`src/rtl/piso_pkg.sv`:
```
package piso_pkg;

    typedef enum logic [1:0] {
        OP_HOLD  = 2'd0,
        OP_SHIFT = 2'd1,
        OP_LOAD  = 2'd2
    } op_e;

    typedef struct packed {
        logic load_n;
        logic tick_a;
        logic tick_b;
        logic ser;
    } ctl_t;

    localparam ctl_t CTL_IDLE = '{load_n: 1'b1, tick_a: 1'b0, tick_b: 1'b0, ser: 1'b0};

    function automatic op_e pick_op(input logic load_act, input logic rise);
        if (load_act)  return OP_LOAD;
        else if (rise) return OP_SHIFT;
        else           return OP_HOLD;
    endfunction

endpackage

```
`src/rtl/piso_sync.sv`:
```
module piso_sync #(
    parameter int             W       = 1,
    parameter logic [W-1:0]   RST_VAL = '0
) (
    input  logic         clk,
    input  logic         rst,
    input  logic [W-1:0] d,
    output logic [W-1:0] q
);
    logic [W-1:0] meta;

    always_ff @(posedge clk) begin
        if (rst) begin
            meta <= RST_VAL;
            q    <= RST_VAL;
        end else begin
            meta <= d;
            q    <= meta;
        end
    end
endmodule

```
`src/rtl/piso_edge_detect.sv`:
```
module piso_edge_detect (
    input  logic clk,
    input  logic rst,
    input  logic tick_a,
    input  logic tick_b,
    output logic rise
);
    logic level_now;
    logic level_prev;

    assign level_now = tick_a | tick_b;

    always_ff @(posedge clk) begin
        if (rst) level_prev <= 1'b0;
        else     level_prev <= level_now;
    end

    assign rise = level_now & ~level_prev;
endmodule

```
`src/rtl/piso_stage_chain.sv`:
```
module piso_stage_chain
    import piso_pkg::*;
#(
    parameter int WIDTH = 8
) (
    input  logic             clk,
    input  logic             rst,
    input  op_e              op,
    input  logic [WIDTH-1:0] par_in,
    input  logic             ser_in,
    output logic [WIDTH-1:0] stages
);
    logic [WIDTH-1:0] shifted;

    for (genvar i = 0; i < WIDTH; i++) begin : g_stage
        if (i == 0) begin : g_first
            assign shifted[i] = ser_in;
        end else begin : g_rest
            assign shifted[i] = stages[i-1];
        end
    end

    always_ff @(posedge clk) begin
        if (rst) begin
            stages <= '0;
        end else begin
            unique case (op)
                OP_LOAD:  stages <= par_in;
                OP_SHIFT: stages <= shifted;
                default:  stages <= stages;
            endcase
        end
    end
endmodule

```
`src/rtl/piso_gated_shifter.sv`:
```
module piso_gated_shifter
    import piso_pkg::*;
#(
    parameter int WIDTH = 8
) (
    input  logic             clk,
    input  logic             rst,
    input  logic [WIDTH-1:0] par_in,
    input  logic             load_n,
    input  logic             tick_a,
    input  logic             tick_b,
    input  logic             ser_in,
    output logic             q_out,
    output logic             q_out_n
);
    localparam int CTL_W = $bits(ctl_t);

    ctl_t             ctl_raw;
    ctl_t             ctl_s;
    logic             rise;
    logic             load_act;
    logic             shift_ev;
    logic             ser_s;
    op_e              op;
    logic [WIDTH-1:0] stages;

    assign ctl_raw = '{load_n: load_n, tick_a: tick_a, tick_b: tick_b, ser: ser_in};

    piso_sync #(.W(CTL_W), .RST_VAL(CTL_IDLE)) u_sync (
        .clk (clk),
        .rst (rst),
        .d   (ctl_raw),
        .q   (ctl_s)
    );

    piso_edge_detect u_edge (
        .clk    (clk),
        .rst    (rst),
        .tick_a (ctl_s.tick_a),
        .tick_b (ctl_s.tick_b),
        .rise   (rise)
    );

    assign load_act = ~ctl_s.load_n;
    assign shift_ev = rise & ~load_act;
    assign ser_s    = ctl_s.ser;
    assign op       = pick_op(load_act, rise);

    piso_stage_chain #(.WIDTH(WIDTH)) u_chain (
        .clk    (clk),
        .rst    (rst),
        .op     (op),
        .par_in (par_in),
        .ser_in (ser_s),
        .stages (stages)
    );

    assign q_out   = stages[WIDTH-1];
    assign q_out_n = ~stages[WIDTH-1];
endmodule

```
`config.mk`:
```
export PLATFORM = sky130hd
export DESIGN_NAME = piso_gated_shifter
export DESIGN_NICKNAME = d
export VERILOG_FILES = /design/src/rtl/piso_pkg.sv /design/src/rtl/piso_sync.sv /design/src/rtl/piso_edge_detect.sv /design/src/rtl/piso_stage_chain.sv /design/src/rtl/piso_gated_shifter.sv
export SDC_FILE = /design/constraint.sdc
export NUM_CORES = 1
export LEC_CHECK = 0
export BUFFER_PORTS_ARGS = -buffer_cell sky130_fd_sc_hd__buf_2
export CAP_MARGIN = 10
export CORE_MARGIN = 2
export CORE_UTILIZATION = 35
export DETAILED_ROUTE_END_ITERATION = 7
export HOLD_SLACK_MARGIN = 0.08
export PLACE_DENSITY = 0.55
export SLEW_MARGIN = 20
export SYNTH_ARGS = -nofsm -noshare
export SYNTH_HDL_FRONTEND = slang
export SYNTH_SLANG_ARGS = --single-unit
```
`constraint.sdc`:
```
create_clock -name clk -period 1.2 [get_ports clk]
set_clock_uncertainty 0.15 [all_clocks]
set_input_delay 0.24 -clock clk [delete_from_list [all_inputs] [get_ports clk]]
set_output_delay 0.24 -clock clk [all_outputs]
set_load 0.005 [all_outputs]
```
# Word level (Yosys, flattened, before mapping)
# Index checks and enable logic that the tools add are counted.
# totals
reg_bits	17
latch_bits	0
ram_bits	0
mem_bits_ro	0
in_bits	14
out_inout_bits	2
word_cells	14
memories	0
# classes
addsub	0
n_mul	0
div_mod_pow	0
n_lt_le_gt_ge	0
eq_ne	2
shifts	0
mux	3
bitwise	4
reduce_logical	1
# op_table
cell	n
$pmux W8 S2	1
$eq A2 B1 Y1 const B	1
$eq A2 B2 Y1 const B	1
$mux W2	1
$not A1 Y1	2
$reduce_bool A2 Y1	1
$and A1 B1 Y1	1
$mux W1	1
$or A1 B1 Y1	1

# Depth between registers and ports, before layout
# depth
depth_word	6
mapped_depth	4
ltp_nobuf	3

# By module
# Synthesis repeated with hierarchy kept, for this count alone.
# unflattened
hier_cells	59
hier_area_um2	653.1
# modules_own_cells
mod	n_inst	cells_each	area_each_um2	seq_area_each_um2
piso_stage_chain	1	37	389.1	160.2
piso_sync	1	16	210.2	160.2
piso_edge_detect	1	3	40.0	20.0
piso_gated_shifter	1	3	13.8	0.0

# Worst setup path after synthesis
# No wires, ideal clock.
# synth_timing
path_type	register to register
from	register u_edge.level_prev
to	register u_chain.stages[1]
setup_ns	0.091
arrival_time_ns	0.871
required_time_ns	0.959
setup_slack_ns	0.088
stages_incl_launch_ff	5
path_buffers	1
synth_period_minus_slack_ns	1.112
path_cell_list	dfxtp_1 -> o21ba_2 -> buf_6 -> nand2_1 -> a311oi_1
# synth_between
elab_chain_len	6
word_cells_on_any_way	8
cone_classes	eq/ne (2); mux (3); bitwise (2); reduce/logical (1)
# synth_lines
item	line	rtl
start, declared	piso_edge_detect.sv:9	logic level_prev;
start signal, assigned	piso_edge_detect.sv:15	else level_prev <= level_now;
$not A1 Y1 *	piso_edge_detect.sv:18	assign rise = level_now & ~level_prev;
$and A1 B1 Y1 *	piso_edge_detect.sv:18	
$mux W1 *	piso_pkg.sv:20	else if (rise) return OP_SHIFT;
$mux W2 *	piso_pkg.sv:19	if (load_act) return OP_LOAD;
$eq A2 B1 Y1 or $eq A2 B2 Y1 (tied branches)	piso_stage_chain.sv:27	unique case (op)
$pmux W8 S2 or $reduce_bool A2 Y1 (tied branches)	--	
end signal, assigned	piso_stage_chain.sv:28	OP_LOAD: stages <= par_in;
end signal, assigned	piso_stage_chain.sv:29	OP_SHIFT: stages <= shifted;
end signal, assigned	piso_stage_chain.sv:30	default: stages <= stages;
end, declared	piso_stage_chain.sv:11	output logic [WIDTH-1:0] stages
# Mark *: on every way between the ends. The rest lies on a longest branch, timed or not.
# A chain may end at the register's enable or synchronous reset.

# Worst setup path after layout
# layout_timing
from	register u_chain.stages[7]
to	output port q_out_n
# layout_between
elab_chain_len	1
# layout_lines
item	line	rtl
$not A1 Y1	piso_gated_shifter.sv:59	assign q_out_n = ~stages[WIDTH-1];
end, declared	piso_gated_shifter.sv:14	output logic q_out_n
# Every way passes these cells.

==> results.md <==
* Outcome: complete, no violations
* CORE AREA at 0.001689 mm2
* Place WS at -0.05650 ns
* Post-Syn Area at 609.3 um2
* DR WL/cell at 10.25 um
* Share of layout cells above drive strength 1 at 35.48%
* Filler instances at 163
* Clk network pwr share at 29.8%
* RSZ-0062 raised after global routing: yes
* Post-synthesis cell type count at 12
* Endpoint type of the worst setup path: output pin
* Clock Path Buffers at 2
* Setup ws final at 0.03181 ns
* Clock root buffer: clkbuf_4
* Fmax at 0.8560 GHz
* Seq/Total Area, Yosys at 55.85%
* Diodes inserted at 0
* Starting Density at 36.07%
* # IOs at 16
* GPL Wtd Cong at 0.7037
* Post-route DRC at 0
* Worst skew pair latency at 0.29 ns
* Switching Share at 24.03%
* Wirelength, routed at 1127 um
* Drt first pass iters at 3
* Combinational Power Share at 12.2%
* Commonest non-fill, non-tap cell in the layout: nand2_1
* Pwr dens at 1198 mW/mm2
* Final hold vios at 0
* Tcrit/Tclk final at 97.35%
* Cell Int Power at 0.8002 mW
* Largest net degree at the start of global routing at 18
* Psw at 0.2532 mW
* Die X at 45.73 um
* Synthesized instance count at 66
* Hold Slack at 0.09017 ns
* Rel. slew slack at 79.25%
* Die ar. at 0.002091 mm2
* Final ANT Viol Nets at 0
* Via count at 521
* Number of global-route vias before repair at 442
* Worst-Margin Slew at 0.3112 ns
* Reg clk slew, reported paths at 0.10 ns
* Max-cap violation count at 0
* TritonCTS clock tree: done
* Initial antenna violation count at 0
* Layout Cells excl Fill at 110
* Overall routing resource usage at 12.14%
* Peak VDD IR at 690.1 uV
* Routed vias/inst at 4.736
* Rows at 15
* Flop pwr share at 57.9%
* H-Tree Depth at 1
* First-pass GRT wire length at 1759 um
* Most frequent cells in the layout: 15 x nand2_1, 14 x buf_2, 13 x dfxtp_1
* Area Overhead vs Synth at 44.35%
* Nets at 108
* # setup viols final at 0
* PortBufs at 15
* Post-synthesis register bit count at 17
* DP Cell Count at 95
* Post-route cell area at 879.6 um2
* CP Max Fanout at 3
* Iter 0 DRT Violations at 5
* P_leak at 0.3474 nW
* Critical path required time at 0.81 ns
* Synthesized area per cell at 9.232 um2
* YS warnings at 0
* Area after DPL at 699.4 um2
* Final Critical Period at 1.168 ns
* Crit path DAT at 0.78 ns
* Synthesized netlist net count at 80
* Total global routing overflow at 0
* Max-slew violations at 0
* Setup_tns at 0 ns
* Die Ht at 45.73 um
* TritonCTS buffer count at 3
* Startpoint types: register
* Worst min path class: input port to register
* TritonCTS Sinks at 17
* Crit Path Class: register to output pin
==> final timing paths <==
| check | startpoint | endpoint | slack (ns) | depth (start not counted) |
|---|---|---|---|---|
| setup reg to reg | u_edge.level_prev | u_chain.stages[2] | 0.04 | 3 |
| hold reg to reg | u_sync.meta[3] | u_sync.q[3] | 0.27 | 1 |
| hold / removal | par_in[5] | u_chain.stages[5] | 0.09 | 3 |
| setup / recovery | u_chain.stages[7] | q_out_n | 0.03 | 2 |
==> critical path, stage by stage, from the launching register on <==
cell	delay, ns
dfxtp_2	0.35
inv_2	0.04
buf_6	0.10
==> metal layers <==
metal	vias up	global-route usage (%)	wire length (um)
li1	274	-	-
met1	227	14.63	532
met2	18	17.46	494
met3	2	8.333	93
met4	0	3.429	7
met5	-	0	0
==> kinds of logic (layout without fill, tap and decap cells) <==
logic type             Yosys count  after routing  synth area share, %
AOI/OAI and AO/OA               10             10                14.99
buffers and inverters            5             32                4.927
DFF                             17             17                55.85
and+or+nand+nor                 34             34                24.23
==> final cells by class <==
cell class	instances	area, um2	area share (%)
clock inverters	1	7.507	0.8535
well taps	17	21.27	2.418
inverters	1	3.754	0.4267
clock buffers	3	22.52	2.560
flip-flops and latches	17	347.8	39.54
repair buffers	27	209.0	23.76
multi-input cells	44	267.8	30.44
==> timing repair <==
item                       CTS  global route
hold buffers                10             0
setup buffers                0             1
pin swaps                    0             7
hold endpoints to repair    10             0
setup endpoints to repair    9             9
gates resized for setup      5             7
==> Yosys cell counts <==
| master | instances | area share [%] |
|---|---|---|
| buf_2 | 2 | 1.6 |
| a311oi_1 | 8 | 11 |
| o21ba_2 | 1 | 1.6 |
| buf_6 | 1 | 1.8 |
| clkbuf_2 | 1 | 0.82 |
| inv_1 | 1 | 0.62 |
| or2_2 | 2 | 2.1 |
| dfxtp_1 | 17 | 56 |
| nor2_1 | 10 | 6.2 |
| o21bai_2 | 1 | 1.8 |
| nand2_1 | 16 | 9.9 |
| nor2b_1 | 6 | 6.2 |
==> state kept, by name (all words and copies together), names as in the netlist <==
register	count
u_edge.level_prev	1
u_chain.stages	8
u_sync.q	4
u_sync.meta	4
==> through the flow <==
stage,power [mW],util [%]
final,1.053,52.07
after CTS,1.062,50.15
after detailed placement,0.7108,41.41
after global placement,0.7098,41.41
after floorplan,0.6752,-
after global routing,1.113,52.07
==> power groups by stage <==
stage	clock network [mW]	registers, mW	logic (mW)
2_1_floorplan	0	0.617	0.0577
3_3_place_gp	0	0.621	0.0890
3_5_place_dp	0	0.621	0.0900
4_1_cts	0.332	0.611	0.119
5_1_grt	0.356	0.614	0.143
6_report	0.314	0.610	0.129
Power figures use the tool's default switching activity.
